**config.mk**
```make
export PLATFORM = sky130hd
export DESIGN_NAME = seq_divider
export DESIGN_NICKNAME = d
export VERILOG_FILES = /design/src/rtl/div_pkg.sv /design/src/rtl/div_step.sv /design/src/rtl/div_ctrl.sv /design/src/rtl/seq_divider.sv
export SDC_FILE = /design/constraint.sdc
export NUM_CORES = 1
export LEC_CHECK = 0
export ABC_AREA = 1
export BUFFER_PORTS_ARGS = -buffer_cell sky130_fd_sc_hd__buf_2
export CAP_MARGIN = 15
export CORE_MARGIN = 10
export CORE_UTILIZATION = 35
export CTS_CLUSTER_SIZE = 30
export DETAILED_ROUTE_END_ITERATION = 10
export GPL_TIMING_DRIVEN = 0
export MAX_ROUTING_LAYER = met4
export SETUP_SLACK_MARGIN = 0.02
export SLEW_MARGIN = 5
export SYNTH_ARGS = -nofsm -noshare
export SYNTH_HDL_FRONTEND = slang
export SYNTH_HIERARCHICAL = 1
export SYNTH_SLANG_ARGS = --single-unit
```
**constraint.sdc**
```tcl
create_clock -name clk_i -period 2.5 [get_ports clk_i]
set_clock_uncertainty 0.15 [all_clocks]
set_input_delay 0.25 -clock clk_i [delete_from_list [all_inputs] [get_ports clk_i]]
set_output_delay 0.25 -clock clk_i [all_outputs]
set_load 0.05 [all_outputs]
```
**src/rtl/div_pkg.sv**
```systemverilog
package div_pkg;
  typedef enum logic {
    ST_IDLE = 1'b0,
    ST_RUN  = 1'b1
  } div_state_e;
endpackage

```
**src/rtl/div_step.sv**
```systemverilog
// One restoring iteration: shift in next dividend bit, trial-subtract divisor.
module div_step #(
  parameter int W = 32
) (
  input  logic [W-1:0] rem_i,
  input  logic         dvd_msb_i,
  input  logic [W-1:0] dvs_i,
  input  logic [W-1:0] quo_i,
  output logic [W-1:0] rem_o,
  output logic [W-1:0] quo_o
);
  logic [W:0]   shifted;
  logic [W+1:0] trial;
  logic         neg;

  always_comb begin
    shifted = {rem_i, dvd_msb_i};
    trial   = {1'b0, shifted} - {2'b00, dvs_i};
    neg     = trial[W+1];
    // either branch fits in W bits: shifted < dvs, or shifted - dvs < dvs
    rem_o   = neg ? shifted[W-1:0] : trial[W-1:0];
    quo_o   = {quo_i[W-2:0], ~neg};
  end
endmodule

```
**src/rtl/div_ctrl.sv**
```systemverilog
// Sequencer: accepts start while idle, runs W steps, pulses done.
module div_ctrl #(
  parameter int W = 32
) (
  input  logic clk_i,
  input  logic rst_ni,
  input  logic start_i,
  output logic accept_o,
  output logic step_o,
  output logic busy_o,
  output logic done_o
);
  import div_pkg::*;

  localparam int CW = $clog2(W + 1);
  localparam logic [CW-1:0] STEPS = CW'(W);

  div_state_e    state_q;
  logic [CW-1:0] cnt_q;
  logic          done_q;

  assign accept_o = start_i && (state_q == ST_IDLE);
  assign step_o   = (state_q == ST_RUN);
  assign busy_o   = step_o;
  assign done_o   = done_q;

  always_ff @(posedge clk_i or negedge rst_ni) begin
    if (!rst_ni) begin
      state_q <= ST_IDLE;
      cnt_q   <= '0;
      done_q  <= 1'b0;
    end else begin
      done_q <= 1'b0;
      if (accept_o) begin
        state_q <= ST_RUN;
        cnt_q   <= STEPS;
      end else if (step_o) begin
        cnt_q <= cnt_q - 1'b1;
        if (cnt_q == CW'(1)) begin
          state_q <= ST_IDLE;
          done_q  <= 1'b1;
        end
      end
    end
  end
endmodule

```
**src/rtl/seq_divider.sv**
```systemverilog
module seq_divider #(
  parameter int W = 32
) (
  input  logic         clk_i,
  input  logic         rst_ni,
  input  logic         start_i,
  input  logic [W-1:0] dividend_i,
  input  logic [W-1:0] divisor_i,
  output logic         busy_o,
  output logic         done_o,
  output logic [W-1:0] quotient_o,
  output logic [W-1:0] remainder_o
);
  logic         accept, step;
  logic [W-1:0] dvd_q, dvs_q, rem_q, quo_q;
  logic [W-1:0] rem_nxt, quo_nxt;

  div_ctrl #(.W(W)) i_ctrl (
    .clk_i    (clk_i),
    .rst_ni   (rst_ni),
    .start_i  (start_i),
    .accept_o (accept),
    .step_o   (step),
    .busy_o   (busy_o),
    .done_o   (done_o)
  );

  div_step #(.W(W)) i_step (
    .rem_i     (rem_q),
    .dvd_msb_i (dvd_q[W-1]),
    .dvs_i     (dvs_q),
    .quo_i     (quo_q),
    .rem_o     (rem_nxt),
    .quo_o     (quo_nxt)
  );

  always_ff @(posedge clk_i or negedge rst_ni) begin
    if (!rst_ni) begin
      dvd_q <= '0;
      dvs_q <= '0;
      rem_q <= '0;
      quo_q <= '0;
    end else if (accept) begin
      dvd_q <= dividend_i;
      dvs_q <= divisor_i;
      rem_q <= '0;
      quo_q <= '0;
    end else if (step) begin
      dvd_q <= {dvd_q[W-2:0], 1'b0};
      rem_q <= rem_nxt;
      quo_q <= quo_nxt;
    end
  end

  assign quotient_o  = quo_q;
  assign remainder_o = rem_q;
endmodule

```
# Word level (Yosys, flattened, before mapping)
# Cells that the tools add are included.
# word_totals
in_bits,67
output_inout_bits,66
regBits,136
wordCells,29
# op_classes
addsub,2
reduce_logical,2
eq_ne,1
bitwise,2
muxes,15
# ops
cell,count
$mux 32,7
$sub 33x32->34,1
$mux 6,2
$eq 6x1->1 const B,1
$mux 1,6
$sub 6x1->6 const B,1
$not 1->1,2
$reduce_bool 2->1,1
$logic_and 1x1->1,1

# Depth between registers and ports, before layout
# Gate-level depths: netlist (run 1).
# depth
depth_word,4
depth_mapped,17
mapped_depth_nobuf,17

# Hierarchy
# The synthesis (run 1) kept the hierarchy.
# by_module_without_submodules
module,seq_area_each_um2,area_each_um2,instances,cells_each
seq_divider,3203.1,5496.5,1,586
div_step,0.0,3358.2,1,670
div_ctrl,200.2,414.1,1,47

# Worst setup path after synthesis (run 1)
# No wires, ideal clock.
# synth_timing
kind,register -> register
startpoint,register rem_q[18] (netlist: remainder_o[18])
endpoint,register rem_q[29] (netlist: remainder_o[29])
setup_time_ps,66
period_less_slack_ps,2432
path_buffers,1
arrival_time_ps,2215
stages_incl_launch_ff,14
required_time_ps,2284
path_slack_ps,68
path_cell_list,dfrtp_1 > ha_1 > nand2_2 > inv_1 > nand2_1 > nand3_1 > a21oi_2 > nor2_1 > nor2_4 > buf_2 > nand3_1 > nand2_1 > nand3_1 > nand2_1
# synth_between
elab_chain_len,4
# synth_rtl
element,line_no,source
"start, declared",seq_divider.sv:15,"logic [W-1:0] dvd_q, dvs_q, rem_q, quo_q;"
"start signal, assigned",seq_divider.sv:50,rem_q <= rem_nxt;
$sub 33x32->34,div_step.sv:18,"trial = {1'b0, shifted} - {2'b00, dvs_i};"
$mux 32,div_step.sv:21,rem_o = neg ? shifted[W-1:0] : trial[W-1:0];
via rem_nxt[29],seq_divider.sv:16,"logic [W-1:0] rem_nxt, quo_nxt;"
$mux 32,seq_divider.sv:48,end else if (step) begin
$mux 32,seq_divider.sv:43,end else if (accept) begin
# The timed path passes the listed nets, and every way through them passes these cells. The select of a mux whose other input is x is not followed.
# A chain may end at the register's enable or synchronous reset.

# Worst setup path after layout (run 1)
# layout_timing
startpoint,register rem_q[19] (netlist: remainder_o[19])
endpoint,register rem_q[23] (netlist: remainder_o[23])
# The elaborated chain is that of the path after synthesis.

==> impl_metrics.json, run 1 <==
{
  "status": "finished clean",
  "preCtsSetupSlack_ns": -0.160,
  "grt_overflow": 0,
  "antenna_found_initial": 0,
  "mapped_avg_cell_area_um2": 7.11,
  "synth.yosys.seq_area_share_pct": 36.7,
  "cts_inserted_buffers": 17,
  "use_met3_pct": 3.37,
  "postSynthCellCount": 1303,
  "layout-drive-gt1-share_pct": 25.6,
  "cts.clk_slew.worst_paths_ns": 0.07,
  "grt_max_degree": 74,
  "setup_viol": 0,
  "final-hold-violation-count": 0,
  "synth_adder_area_share_pct": 4.81,
  "syn-cell-area_um2": 9270,
  "postSynthRegisterBits": 136,
  "start_util_pct": 35.6,
  "shortest_period_the_worst_path_allows_ns": 2.43,
  "final_worst_slack_ns": 0.0718,
  "fp.dieH_um": 183,
  "startpoint_type_of_the_worst_setup_path": "flop",
  "area_delta_synth_final_pct": 32.1,
  "global_route.usage.total_pct": 17.5,
  "layout.nets": 1638,
  "slew_headroom_pct": 52.7,
  "yosys.area_share.xor_xnor_pct": 1.42,
  "root_buffer": "clkbuf_16",
  "dieArea_um2": 33400,
  "worst_pin_slew_ns": 0.709,
  "synth.net_count": 1405,
  "chipWidth_um": 183,
  "crit_type": "flop to flop",
  "post-dp-hpwl_um": 21200,
  "hold_path.class": "input port to async pin",
  "cts_buffer_depth": 2,
  "yosys_warnings": 6,
  "cp.arrival_ns": 2.59,
  "cts_tree": "yes",
  "r2r.worst_path.cells": 14,
  "first_pass_grt_wire_length_um": 46500,
  "final-max-slew-violation-count": 0,
  "synth-compound-area-share_pct": 1.57,
  "synth_unique_cells": 36,
  "finalCoreUtilization_pct": 47.0,
  "clock_insertion_delay_worst_skew_ns": 0.45,
  "num_vias": 8821,
  "groute.layer.met1.usage_pct": 22.3,
  "first_global_vias": 8880,
  "drv.max_cap_violation_count": 0,
  "largest_family_of_logic_cells_by_synthesized_area": "simple AND/OR/NAND/NOR gates",
  "grt_use_met2_pct": 28.0,
  "timing.fmax_ghz": 0.412,
  "synth_simple_gate_area_share_pct": 43.0,
  "whs_ns": 0.261,
  "grt.busiest_layer": "met2",
  "total_number_of_clock_tree_sinks": 136,
  "place.port_buffers": 132,
  "routabilityCongestion": 0.942,
  "iteration_0_drc_markers": 486,
  "route.antenna.remaining_nets": 0,
  "setup.worst_path.end_class": "flop",
  "antenna_cells_inserted": 0,
  "dp.cells": 1771,
  "yosys-mux-area-fraction_pct": 0,
  "top_level_ports": 133,
  "rsz_0062_raised_after_global_routing": "yes",
  "first_pass_iters": 5,
  "post_drt_wl_per_cell_um": 15.3,
  "crit_required_ns": 2.66,
  "largest_fanout_of_any_net_on_the_critical_path": 10,
  "clock_tree.htree_level_count": 4,
  "std_cell_rows": 59,
  "drt-vias-per-instance": 4.68,
  "post-route-drc-count": 0,
  "coreArea_um2": 26100,
  "min_period_over_period_pct": 97.1,
  "final_cell_count_no_fill": 1884,
  "totalWireLength_um": 28900
}
[layer usage]
layer | vias up | routed length [um]
li1 | 4486 | -
met1 | 4123 | 13400
met5 | - | 0
met4 | 0 | 453
met2 | 186 | 13700
met3 | 26 | 1280
[timing repair]
item | in CTS | in global routing
hold endpoints to repair | 141 | 0
buffers inserted | 1 | 14
endpoints found under the setup margin | 29 | 33
hold buffers | 66 | 0
resized for setup | 18 | 72
pin swaps | 2 | 12
[per-stage QoR]
stage	instance area, um^2	TNS [ns]
2_1_floorplan	9270	0
3_3_place_gp	10300	-138.68
3_5_place_dp	10400	-0.928
4_1_cts	11800	0
5_1_grt	12200	-0.0212
6_report	12200	0
[cells in the mapped netlist, drive strengths merged]
cell | number | area (um^2)
clkbuf | 8 | 30.0
nand3 | 202 | 1070
nand4 | 8 | 50.1
o21ai | 2 | 10.0
nand3b | 8 | 60.1
o21bai | 4 | 30.0
nand2 | 570 | 2480
nor2 | 50 | 220
xor2 | 15 | 131
buf | 74 | 552
fa | 1 | 20.0
or2 | 2 | 12.5
inv | 154 | 578
a21oi | 19 | 98.9
o22ai | 1 | 6.26
nor3 | 4 | 25.0
and2 | 10 | 62.6
ha | 34 | 425
dfrtp | 136 | 3400
and3 | 1 | 6.26
[worst max-delay path, cell delays in order, from the launching register on]
cell	delay, ns
dfrtp_2	0.44
ha_4	0.28
nand2_2	0.09
inv_1	0.06
nand2_1	0.08
nand3_1	0.10
a21oi_2	0.22
nor2_2	0.07
nor2_4	0.24
nand2_8	0.12
buf_12	0.17
nand3_2	0.06
nand2_1	0.06
nand3_1	0.08
nand2_1	0.07
[cell type report]
cell class	count	area (um^2)
buffer	82	599
timing repair buffer	214	1470
multi-input combinational	931	5150
inverter	154	578
clock inverter	15	180
sequential	136	3420
tap	335	419
clock buffer	17	425
fill	2630	13800
[cell families after synthesis]
logic type,Yosys count
AO/OA/AOI/OAI,26
flip-flops,136
XOR/XNOR,15
AND/OR/NAND/NOR,855
buffers and inverters,236
adder cells (fa/ha/maj),35
[layout by cell type, fill, tap and decap left out, types with 10 or more instances in the layout]
cell type      count
ha_4              28
buf_2            154
inv_1            146
dlygate4sd3_1     66
dfrtp_1          121
a21oi_1           17
xor2_1            15
buf_4             54
nand3_2           16
clkbuf_16         17
dfrtp_2           15
nand2_2           12
nand2_4           43
and2_1            10
nor2_2            12
nand2_1          514
nand3_1          185
nor2_1            35
[path summary, 6_finish.rpt]
check,endpoint,slack [ns],from
max,remainder_o[23],0.07,remainder_o[19]
min,quotient_o[8],0.26,rst_ni
max reg2reg,remainder_o[23],0.07,remainder_o[19]
min reg2reg,dvs_q[12],0.32,dvs_q[12]
max in group asynchronous,remainder_o[5],1.13,rst_ni
min in group clk_i,dvs_q[12],0.32,dvs_q[12]
[registers in the layout, indices dropped and copies added (netlist names)]
register,count
dvd_q,32
dvs_q,32
i_ctrl/busy_o,1
i_ctrl/cnt_q,6
i_ctrl/done_o,1
quotient_o,32
remainder_o,32
Power of run 1 is left out: the tool's default activity adds up to more than one toggle a clock period on the data nets, which glitch-free logic cannot reach.
==> run 2: changes to the inputs <==
--- a/config.mk
+++ b/config.mk
@@ -18,5 +18,4 @@
 export SLEW_MARGIN = 5
 export SYNTH_ARGS = -nofsm -noshare
 export SYNTH_HDL_FRONTEND = slang
-export SYNTH_HIERARCHICAL = 1
 export SYNTH_SLANG_ARGS = --single-unit
==> impl_metrics.json, run 2 <==
{
  "grt_max_degree": 90,
  "synthFlopType": "dfrtp_1",
  "num_vias": 8064,
  "final_cell_count_no_fill": 1750,
  "iteration_0_drc_markers": 414,
  "layout.nets": 1519,
  "hold_path.class": "input port to flop",
  "crit_required_ns": 2.67,
  "postSynthRegisterBits": 136,
  "cts_inserted_buffers": 17,
  "synth.net_count": 1298,
  "cts.clk_slew.worst_paths_ns": 0.07,
  "totalWireLength_um": 26400,
  "grt_overflow": 0,
  "cts_tree": "yes",
  "top_level_ports": 133,
  "synthTopCellsByCount": "nand2_1, inv_1, dfrtp_1, nand3_1, nor2_1",
  "area_delta_synth_final_pct": 32.2,
  "slew_headroom_pct": 39.0,
  "clock_tree.htree_level_count": 4,
  "hold_path_depth": 4,
  "post-route-drc-count": 0,
  "setup.reg_to_reg.worst_slack_ns": 0.14,
  "global_route.usage.total_pct": 17.9,
  "syn-cell-area_um2": 8350,
  "synth_unique_cells": 36,
  "start_util_pct": 35.6,
  "clock_insertion_delay_worst_skew_ns": 0.44,
  "mapped_avg_cell_area_um2": 6.98,
  "fill_cells": 2389,
  "crit_type": "flop to flop",
  "setup_viol": 0,
  "first_pass_grt_wire_length_um": 43200,
  "post_drt_wl_per_cell_um": 15.1,
  "synth.area.top_cells": "dfrtp_1, nand2_1, inv_1",
  "r2r.worst_path.cells": 15,
  "rsz_0062_raised_after_global_routing": "yes",
  "dp.cells": 1648,
  "dieArea_um2": 30400,
  "layout.cells.most_common": "nand2_1",
  "crit_end": "remainder_o[27]",
  "cp.arrival_ns": 2.53,
  "final-hold-violation-count": 0,
  "drv.max_cap_violation_count": 0,
  "final-max-slew-violation-count": 0,
  "startpoint_type_of_the_worst_setup_path": "flop",
  "yosys_warnings": 0,
  "setup.worst_path.end_class": "flop",
  "drt-vias-per-instance": 4.61,
  "root_buffer": "clkbuf_16",
  "status": "finished clean",
  "yosys.area.top_type": "dfrtp_1",
  "post-dp-hpwl_um": 20000,
  "place.port_buffers": 132,
  "chipWidth_um": 174,
  "coreArea_um2": 23500,
  "timing.fmax_ghz": 0.424,
  "std_cell_rows": 56,
  "crit-reg2reg-capture": "remainder_o[27]",
  "total_number_of_clock_tree_sinks": 136,
  "yosys.cell_count.top_type": "nand2_1",
  "min_period_over_period_pct": 94.3,
  "cts_buffer_depth": 2,
  "routabilityCongestion": 0.890,
  "first_pass_iters": 5,
  "number_of_enable_flip_flop_cells_after_synthesis": 0,
  "layout.cells.most_common_list": "nand2_1, inv_1, buf_2, dfrtp_1, nand3_1",
  "setup.worst_path.start": "remainder_o[5]",
  "antenna_found_initial": 1,
  "fp.dieH_um": 174,
  "regToRegStartpoint": "remainder_o[5]",
  "route.antenna.remaining_nets": 0,
  "largest_fanout_of_any_net_on_the_critical_path": 10,
  "synth.top_cell.area_share_pct": 40.7,
  "async_flop_share_pct": 100,
  "layout-drive-gt1-share_pct": 17.5,
  "first_global_vias": 8319,
  "synth.yosys.seq_area_share_pct": 40.7,
  "shortest_period_the_worst_path_allows_ns": 2.36,
  "worst_pin_slew_ns": 0.912,
  "postSynthCellCount": 1196
}
run 2: cell count changes in the layout (fill, tap and decap cells not counted), moves of 31 or more:
cell,previous run,this run
o21ai_0,1,38
buf_4,54,7
nand2_1,514,464
nand3_1,185,70
nand2_4,43,2
inv_1,146,208
o22ai_1,1,32
run 2: layout make-up:
| class | count | area [um^2] | area share [%] |
|---|---|---|---|
| multi-input cells | 801 | 4240 | 38.4 |
| flip-flops and latches | 136 | 3410 | 30.9 |
| repair buffers | 202 | 1380 | 12.5 |
| inverters | 222 | 833 | 7.55 |
| clock buffers | 17 | 425 | 3.85 |
| well taps | 319 | 399 | 3.62 |
| plain buffers | 37 | 185 | 1.68 |
| clock inverters | 15 | 173 | 1.56 |
| diodes | 1 | 2.50 | 0.0227 |
run 2: worst min-delay path by stage:
stage                  startpoint        to  slack [ns]
CTS                       start_i  dvs_q[0]        0.11
finish                    start_i  dvs_q[0]        0.11
floorplan                  rst_ni  dvd_q[0]       -0.20
global placement    dividend_i[0]  dvd_q[0]        0.30
detailed placement         rst_ni  dvs_q[8]        0.06
global route              start_i  dvs_q[0]        0.14
run 2: repair_timing:
action                                 4_1_cts  5_1_grt
pin swaps                                    0        1
resized for setup                            4       51
cloned                                       0        0
endpoints found under the hold margin      111        0
hold buffers                                65        0
buffers inserted                             0        4
setup endpoints to repair                   12       33
run 2: per-layer routing:
layer,track usage (%),routed length [um],vias up
met4,4.20,318,0
met3,4.44,1210,25
met1,22.2,12300,3733
met2,28.7,12500,170
met5,-,0,-
li1,-,-,4136
run 2: critical path: stages (launching register included):
cell     delay (ns)
dfrtp_1        0.43
ha_4           0.30
nand2_1        0.05
nand2_1        0.11
nand2_1        0.06
nand2_1        0.12
inv_2          0.05
nand3_2        0.13
nand2_2        0.08
nand2_2        0.10
nand2_4        0.11
nand2_8        0.11
buf_6          0.16
nand3_1        0.12
nand2_1        0.09
nand2_1        0.05
run 2: logic make-up after synthesis:
logic type	after synthesis	share of synthesized area (%)
compound gates	108	7.94
xor+xnor	15	1.57
fa+ha+maj	35	5.33
buf+inv	259	12.0
flops	136	40.7
simple gates	643	32.4
run 2: through the flow:
step	instance area (um^2)	util [%]	setup TNS [ns]	hold WS, ns	setup slack (ns)
2_1_floorplan	8350	-	0	-0.196	0.164
3_3_place_gp	9410	40.1	-124.03	0.297	-0.938
3_5_place_dp	9450	40.2	0	0.0623	0.00922
4_1_cts	10700	45.6	0	0.107	0.0451
5_1_grt	11000	47.0	0	0.142	0.0134
6_report	11000	47.0	0	0.106	0.143
Power of run 2 is left out for the same reason.
